### src/rtl/pbx_pkg.sv
package pbx_pkg;
    typedef enum logic [1:0] {
        ARB_IDLE = 2'd0,
        ARB_OWN0 = 2'd1,
        ARB_OWN1 = 2'd2
    } arb_state_t;
endpackage

### src/rtl/pbx_arb.sv
module pbx_arb
    import pbx_pkg::*;
(
    input  logic clk,
    input  logic rst,
    input  logic req0,
    input  logic req1,
    output logic gnt0,
    output logic gnt1
);
    arb_state_t state_q, state_d;

    always_ff @(posedge clk) begin
        if (rst) state_q <= ARB_IDLE;
        else     state_q <= state_d;
    end

    always_comb begin
        state_d = state_q;
        unique case (state_q)
            ARB_IDLE: begin
                if (req0)      state_d = ARB_OWN0;
                else if (req1) state_d = ARB_OWN1;
            end
            ARB_OWN0: if (!req0) state_d = ARB_IDLE;
            ARB_OWN1: if (!req1) state_d = ARB_IDLE;
            default:  state_d = ARB_IDLE;
        endcase
    end

    always_comb begin
        gnt0 = (state_q == ARB_OWN0);
        gnt1 = (state_q == ARB_OWN1);
    end

    // master 0 wins from idle
    a_r2_prio_win: assert property (@(posedge clk) disable iff (rst)
        (!gnt0 && !gnt1 && req0) |=> gnt0);
    // ownership is held while cyc stays high
    a_r3_hold0: assert property (@(posedge clk) disable iff (rst)
        (gnt0 && req0) |=> gnt0);
    a_r3_hold1: assert property (@(posedge clk) disable iff (rst)
        (gnt1 && req1) |=> gnt1);
    // release passes through idle
    a_r3_idle_gap: assert property (@(posedge clk) disable iff (rst)
        ((gnt0 && !req0) || (gnt1 && !req1)) |=> (!gnt0 && !gnt1));
endmodule

### src/rtl/pbx_decode.sv
module pbx_decode #(
    parameter int              NUM_SLV = 2,
    parameter int              AW      = 32,
    parameter logic [NUM_SLV*AW-1:0] BASE = {32'h1000_0000, 32'h0000_0000},
    parameter logic [NUM_SLV*AW-1:0] MASK = {32'hF000_0000, 32'hF000_0000}
) (
    input  logic [AW-1:0]    adr,
    output logic [NUM_SLV:0] sel
);
    logic [NUM_SLV-1:0] hit;
    logic               found;

    for (genvar g = 0; g < NUM_SLV; g++) begin : g_match
        assign hit[g] = ((adr & MASK[g*AW +: AW]) == BASE[g*AW +: AW]);
    end

    always_comb begin
        sel   = '0;
        found = 1'b0;
        for (int i = 0; i < NUM_SLV; i++) begin
            if (hit[i] && !found) begin
                sel[i] = 1'b1;
                found  = 1'b1;
            end
        end
        if (!found) sel[NUM_SLV] = 1'b1;
    end
endmodule

### src/rtl/pbx_wdog.sv
module pbx_wdog #(
    parameter int W = 4
) (
    input  logic clk,
    input  logic rst,
    input  logic busy,
    input  logic resp,
    output logic expire
);
    localparam logic [W-1:0] LAST = '1;
    logic [W-1:0] cnt_q;

    assign expire = busy && !resp && (cnt_q == LAST);

    always_ff @(posedge clk) begin
        if (rst || !busy || resp || cnt_q == LAST) cnt_q <= '0;
        else                                       cnt_q <= cnt_q + 1'b1;
    end

    // error lasts a single cycle
    a_r7_one_pulse: assert property (@(posedge clk) disable iff (rst)
        expire |=> !expire);
    // an idle strobe restarts the count
    a_r9_restart: assert property (@(posedge clk) disable iff (rst)
        !busy |=> !expire);
endmodule

### src/rtl/prio_bus_xbar.sv
module prio_bus_xbar #(
    parameter int NUM_SLV  = 2,
    parameter int AW       = 32,
    parameter int DW       = 32,
    parameter logic [NUM_SLV*AW-1:0] SLV_BASE = {32'h1000_0000, 32'h0000_0000},
    parameter logic [NUM_SLV*AW-1:0] SLV_MASK = {32'hF000_0000, 32'hF000_0000},
    parameter bit REG_MODE = 1'b0,
    parameter bit WDOG_EN  = 1'b1,
    parameter int WDOG_W   = 4
) (
    input  logic                    clk,
    input  logic                    rst,
    input  logic                    m0_cyc,
    input  logic                    m0_stb,
    input  logic                    m0_we,
    input  logic [AW-1:0]           m0_adr,
    input  logic [DW-1:0]           m0_wdat,
    input  logic [DW/8-1:0]         m0_sel,
    input  logic [2:0]              m0_cti,
    output logic                    m0_ack,
    output logic                    m0_err,
    output logic                    m0_rty,
    output logic [DW-1:0]           m0_rdat,
    input  logic                    m1_cyc,
    input  logic                    m1_stb,
    input  logic                    m1_we,
    input  logic [AW-1:0]           m1_adr,
    input  logic [DW-1:0]           m1_wdat,
    input  logic [DW/8-1:0]         m1_sel,
    input  logic [2:0]              m1_cti,
    output logic                    m1_ack,
    output logic                    m1_err,
    output logic                    m1_rty,
    output logic [DW-1:0]           m1_rdat,
    output logic [NUM_SLV:0]        s_cyc,
    output logic [NUM_SLV:0]        s_stb,
    output logic                    s_we,
    output logic [AW-1:0]           s_adr,
    output logic [DW-1:0]           s_wdat,
    output logic [DW/8-1:0]         s_sel,
    output logic [2:0]              s_cti,
    input  logic [NUM_SLV:0]        s_ack,
    input  logic [NUM_SLV:0]        s_err,
    input  logic [NUM_SLV:0]        s_rty,
    input  logic [(NUM_SLV+1)*DW-1:0] s_rdat
);
    localparam int NS = NUM_SLV + 1;
    localparam int SW = DW / 8;

    logic            gnt0, gnt1;
    logic            c_cyc, c_stb, c_we;
    logic [AW-1:0]   c_adr;
    logic [DW-1:0]   c_wdat;
    logic [SW-1:0]   c_sel;
    logic [2:0]      c_cti;
    logic [NS-1:0]   dec_sel, route;
    logic            pick_ack, pick_err, pick_rty, wd_err;
    logic [DW-1:0]   pick_rdat;

    pbx_arb u_arb (
        .clk (clk), .rst (rst),
        .req0(m0_cyc), .req1(m1_cyc),
        .gnt0(gnt0), .gnt1(gnt1)
    );

    always_comb begin
        c_cyc = 1'b0; c_stb = 1'b0; c_we = 1'b0;
        c_adr = '0; c_wdat = '0; c_sel = '0; c_cti = '0;
        if (gnt0) begin
            c_cyc = m0_cyc; c_stb = m0_stb; c_we = m0_we;
            c_adr = m0_adr; c_wdat = m0_wdat; c_sel = m0_sel; c_cti = m0_cti;
        end else if (gnt1) begin
            c_cyc = m1_cyc; c_stb = m1_stb; c_we = m1_we;
            c_adr = m1_adr; c_wdat = m1_wdat; c_sel = m1_sel; c_cti = m1_cti;
        end
    end

    pbx_decode #(
        .NUM_SLV(NUM_SLV), .AW(AW), .BASE(SLV_BASE), .MASK(SLV_MASK)
    ) u_dec (
        .adr(c_adr), .sel(dec_sel)
    );

    if (REG_MODE) begin : g_reg
        logic [NS-1:0] rsel_q;
        logic          resp_now;
        assign resp_now = |(s_stb & (s_ack | s_err | s_rty));
        always_ff @(posedge clk) begin
            if (rst) begin
                s_cyc <= '0; s_stb <= '0; s_we <= 1'b0; s_adr <= '0;
                s_wdat <= '0; s_sel <= '0; s_cti <= '0; rsel_q <= '0;
            end else begin
                s_cyc  <= {NS{c_cyc}} & dec_sel;
                s_stb  <= {NS{c_stb && !resp_now}} & dec_sel;
                s_we   <= c_we;
                s_adr  <= c_adr;
                s_wdat <= c_wdat;
                s_sel  <= c_sel;
                s_cti  <= c_cti;
                rsel_q <= dec_sel;
            end
        end
        assign route = rsel_q;
        // a responding slave loses its strobe on the next cycle
        a_r8_stb_drop: assert property (@(posedge clk) disable iff (rst)
            resp_now |=> (s_stb == '0));
    end else begin : g_comb
        assign s_cyc  = {NS{c_cyc}} & dec_sel;
        assign s_stb  = {NS{c_stb}} & dec_sel;
        assign s_we   = c_we;
        assign s_adr  = c_adr;
        assign s_wdat = c_wdat;
        assign s_sel  = c_sel;
        assign s_cti  = c_cti;
        assign route  = dec_sel;
        // a slave is strobed only while some master holds cyc and stb
        a_r5_stb_source: assert property (@(posedge clk) disable iff (rst)
            (|s_stb) |-> ((m0_cyc && m0_stb) || (m1_cyc && m1_stb)));
    end

    always_comb begin
        pick_ack  = |(s_ack & route);
        pick_err  = |(s_err & route);
        pick_rty  = |(s_rty & route);
        pick_rdat = '0;
        for (int i = 0; i < NS; i++) begin
            if (route[i]) pick_rdat = pick_rdat | s_rdat[i*DW +: DW];
        end
    end

    if (WDOG_EN) begin : g_wdog
        pbx_wdog #(.W(WDOG_W)) u_wdog (
            .clk(clk), .rst(rst), .busy(c_stb),
            .resp(pick_ack | pick_err | pick_rty), .expire(wd_err)
        );
    end else begin : g_nowdog
        assign wd_err = 1'b0;
    end

    assign m0_ack  = gnt0 & pick_ack;
    assign m0_err  = gnt0 & (pick_err | wd_err);
    assign m0_rty  = gnt0 & pick_rty;
    assign m0_rdat = gnt0 ? pick_rdat : '0;
    assign m1_ack  = gnt1 & pick_ack;
    assign m1_err  = gnt1 & (pick_err | wd_err);
    assign m1_rty  = gnt1 & pick_rty;
    assign m1_rdat = gnt1 ? pick_rdat : '0;

    // at most one slave carries a cycle
    a_r5_one_slave: assert property (@(posedge clk) disable iff (rst)
        $onehot0(s_cyc));
    // responses never reach both masters
    a_r6_excl: assert property (@(posedge clk) disable iff (rst)
        !((m0_ack || m0_err || m0_rty) && (m1_ack || m1_err || m1_rty)));
    // an ack always originates at a slave
    a_r6_ack_src: assert property (@(posedge clk) disable iff (rst)
        (m0_ack || m1_ack) |-> (|s_ack));
endmodule

### config.mk
export PLATFORM = sky130hd
export DESIGN_NAME = prio_bus_xbar
export DESIGN_NICKNAME = d
export VERILOG_FILES = /design/src/rtl/pbx_pkg.sv /design/src/rtl/pbx_arb.sv /design/src/rtl/pbx_decode.sv /design/src/rtl/pbx_wdog.sv /design/src/rtl/prio_bus_xbar.sv
export SDC_FILE = /design/constraint.sdc
export NUM_CORES = 1
export LEC_CHECK = 0
export CORE_AREA = 8 8 152 154
export CTS_CLUSTER_SIZE = 28
export DETAILED_ROUTE_END_ITERATION = 8
export DIE_AREA = 0 0 160 162
export MAX_ROUTING_LAYER = met4
export RECOVER_POWER = 100
export SYNTH_ARGS = -nofsm -noshare
export SYNTH_HDL_FRONTEND = slang
export SYNTH_SLANG_ARGS = --single-unit
export TNS_END_PERCENT = 1
### constraint.sdc
create_clock -name clk -period 7.3 [get_ports clk]
set_input_delay 1.46 -clock clk [delete_from_list [all_inputs] [get_ports clk]]
set_output_delay 1.46 -clock clk [all_outputs]
set_load 0.02 [all_outputs]
==> results of run 1 <==
-- through the flow --
| step | setup WS (ns) | total power [mW] |
|---|---|---|
| after global routing | 0.777 | 0.570 |
| after global placement | 1.47 | 0.472 |
| after floorplan | 2.84 | 0.215 |
| after CTS | 1.43 | 0.562 |
| final | 1.01 | 0.538 |
| after detailed placement | 1.44 | 0.472 |
-- final cells by class --
| cell class | instances | area [um^2] |
|---|---|---|
| Sequential cell | 6 | 120 |
| Clock buffer | 3 | 75.1 |
| Timing Repair Buffer | 410 | 4070 |
| Tap cell | 275 | 344 |
| Antenna cell | 3 | 7.51 |
| Fill cell | 2195 | 14000 |
| Multi-Input combinational cell | 271 | 2020 |
| Inverter | 2 | 7.51 |
-- power breakdown --
part	leakage (nW)	internal, mW	switching [mW]
logic	2.81	0.234	0.180
registers	0.0487	0.0336	0.00230
clock network	0.0370	0.0703	0.0182
-- registers in the layout (all words and copies together) (netlist names) --
name and count:
g_wdog.u_wdog.cnt_q 4, u_arb.state_q 2
-- synth_stat cells (2+ instances only) --
master,instances
o211ai_1,2
clkbuf_1,20
buf_1,4
o21ai_0,7
o22ai_1,4
buf_2,6
nor4_1,4
dfxtp_1,6
o21a_1,2
nand2b_1,4
or3b_2,2
mux2_2,32
inv_1,2
o2111ai_1,2
mux2i_1,33
nor2b_1,4
nand3_1,2
o31a_1,2
nor3_1,5
nor2_1,76
a22o_1,71
buf_6,2
a22oi_1,2
-- worst max-delay path by stage --
stage	from	endpoint	depth (start not counted)	slack, ns
CTS	m0_adr[28]	m1_rdat[9]	8	1.43
global placement	m0_adr[28]	m0_rdat[9]	8	1.47
detailed placement	m0_adr[28]	m1_rdat[9]	8	1.44
floorplan	m0_adr[28]	m0_rdat[25]	6	2.84
finish	m0_adr[30]	m0_rdat[18]	8	1.01
global route	m0_adr[30]	m1_rdat[18]	8	0.78
-- cells by family after synthesis --
| kind of cell | after synthesis |
|---|---|
| XOR/XNOR | 2 |
| buffers and inverters | 36 |
| AO/OA/AOI/OAI | 98 |
| flip-flops | 6 |
| adder cells (fa/ha/maj) | 1 |
| AND/OR/NAND/NOR | 105 |
| multiplexers | 65 |
-- metal layers --
metal | track usage [%] | vias up | part of all wire [%]
met1 | 17.3 | 1814 | 43
met5 | - | - | 0
met2 | 24.3 | 180 | 51
met3 | 2.61 | 17 | 5.3
li1 | - | 1951 | -
met4 | 2.08 | 0 | 1.1
==> impl_metrics.py, run 1 <==
metrics = {
    "run_status": {
        "status": "complete, no violations",
    },
    "drt": {
        "wirelength_mm": 19.6,
        "drc": 0,
        "drt_iter0_drc": 192,
        "ant_nets": 0,
        "drt_pass1_iterations": 4,
        "vias_per_cell": 4.08,
        "wire_per_inst_um": 20.2,
        "num_vias": 3962,
    },
    "worst_setup_path": {
        "cp-start-kind": "primary input",
        "r2r_setup_slack_ns": 4.41,
        "cp.arrival_ns": 4.83,
        "required_ns": 5.84,
        "crit_fanout": 25,
        "cpLargestDelayFamily": "buffers and inverters",
        "path_buf_inv": 3,
        "r2r_cells": 5,
        "max_stage_delay_ns": 0.77,
        "cpMaxStageDelayCell": "nor2_4",
        "cp-end-kind": "primary output",
        "r2r-end": "g_wdog.u_wdog.cnt_q[3]",
        "crit_chain": "dlygate4sd3_1 > nor2_1 > o22ai_1 > nor2_4 > clkbuf_1 > mux2i_1 > nor2_1 > dlygate4sd3_1",
        "crit_type": "primary input to primary output",
        "r2r-start": "u_arb.state_q[0]",
    },
    "clock_tree": {
        "cts-resized-gates": 0,
        "clk_latency_ns": 0.23,
        "cts_sinks": 6,
        "clock-root-buffer": "clkbuf_16",
        "postCtsSetupRepairBufs": 0,
        "cts_buffers": 3,
        "htree_levels": 1,
        "hold_buffers": 0,
        "cts.clk_slew.worst_paths_ns": 0.03,
        "cts.path.max_buffers": 2,
        "cts_tree": "built",
    },
    "floorplanning": {
        "coreArea_um2": 20700,
        "die_w_um": 160,
        "die-area_um2": 25900,
        "start_util_pct": 11.1,
        "ioPinCount": 403,
        "die_h_um": 162,
        "rows": 53,
    },
    "synthesis": {
        "yosys.cell_types.count": 42,
        "synth_edf_count": 0,
        "syn-num-nets": 569,
        "synth_fa_ha_area_share_pct": 0.544,
        "synth_compound_area_share_pct": 35.5,
        "yosysSeqAreaShare_pct": 5.23,
        "syn-cell-area_um2": 2300,
        "synthArstFlopShare_pct": 0,
        "synth_xor_area_share_pct": 0.762,
        "synth_top_family_by_area": "compound AO/OA/AOI/OAI gates",
        "yosysTopAreaCell": "a22o_1",
        "yosysWarningCount": 0,
        "syn_area_per_cell_um2": 7.34,
        "synthSimpleGateAreaFrac_pct": 20.8,
        "synth_top_area_share_pct": 27.1,
        "synthFlopType": "dfxtp_1",
        "synth-seq-cells": 6,
        "syn_inst": 313,
        "synth_area_leaders": "a22o_1, mux2_2, mux2i_1",
        "synth_mux_area_share_pct": 30.0,
    },
    "placement": {
        "gp_congestion": 0.867,
        "hpwl_mm": 16.7,
        "dpl-instance-area_um2": 6590,
        "dp.cells": 964,
        "portBuffers": 402,
    },
    "hold_path": {
        "min_path_type": "flop to flop",
        "worstHoldStart": "g_wdog.u_wdog.cnt_q[0]",
        "min_path_cells": 1,
        "min_to": "g_wdog.u_wdog.cnt_q[0]",
    },
    "sta": {
        "final-setup-viol-count": 0,
        "fmax_ghz": 0.159,
        "holdWs_ns": 0.457,
        "period_needed_ns": 6.29,
        "worst_pin_slew_ns": 0.917,
        "grt_setup_unrepaired": "false",
        "slew_violations": 0,
        "fin_setup_tns_ns": 0,
        "clock-skew-final_ns": 0.00317,
        "period_share_pct": 86.2,
        "hold_viol_final": 0,
        "relSlewSlack_pct": 38.7,
    },
    "global_route": {
        "first_global_vias": 3975,
        "grt_util_all_layers_pct": 14.2,
        "antenna_found_initial": 3,
        "grt_max_degree": 75,
        "overflow": 0,
        "grt_pass1_wl_mm": 27.7,
    },
    "power_and_ir_drop": {
        "ir_worst_vdd_uv": 134,
        "leakagePower_nw": 2.89,
        "power_density_nw_per_um2": 81.1,
    },
    "cells_and_area": {
        "stdcell_count": 970,
        "stdcell_area_um2": 6640,
        "area_delta_synth_final_pct": 189,
        "drive_gt1_share_pct": 6.36,
        "postLayoutCoreUtil_pct": 32.1,
        "final_cell_mix": "clkdlybuf4s50_1, dlygate4sd3_1, nor2_1",
        "fin_nets": 950,
        "final_common_cell": "clkdlybuf4s50_1",
    },
    "flow_run": {
        "max_cap_viol_count": 0,
    },
}
No activity file was read; power rests on OpenSTA's default activity.
==> inputs of run 2 (changes only) <==
ABC_CLOCK_PERIOD_IN_PS = 7300   (was not set)
==> results of run 2 <==
Same layout as run 1: the final DEF is identical, and so are final timing and power.
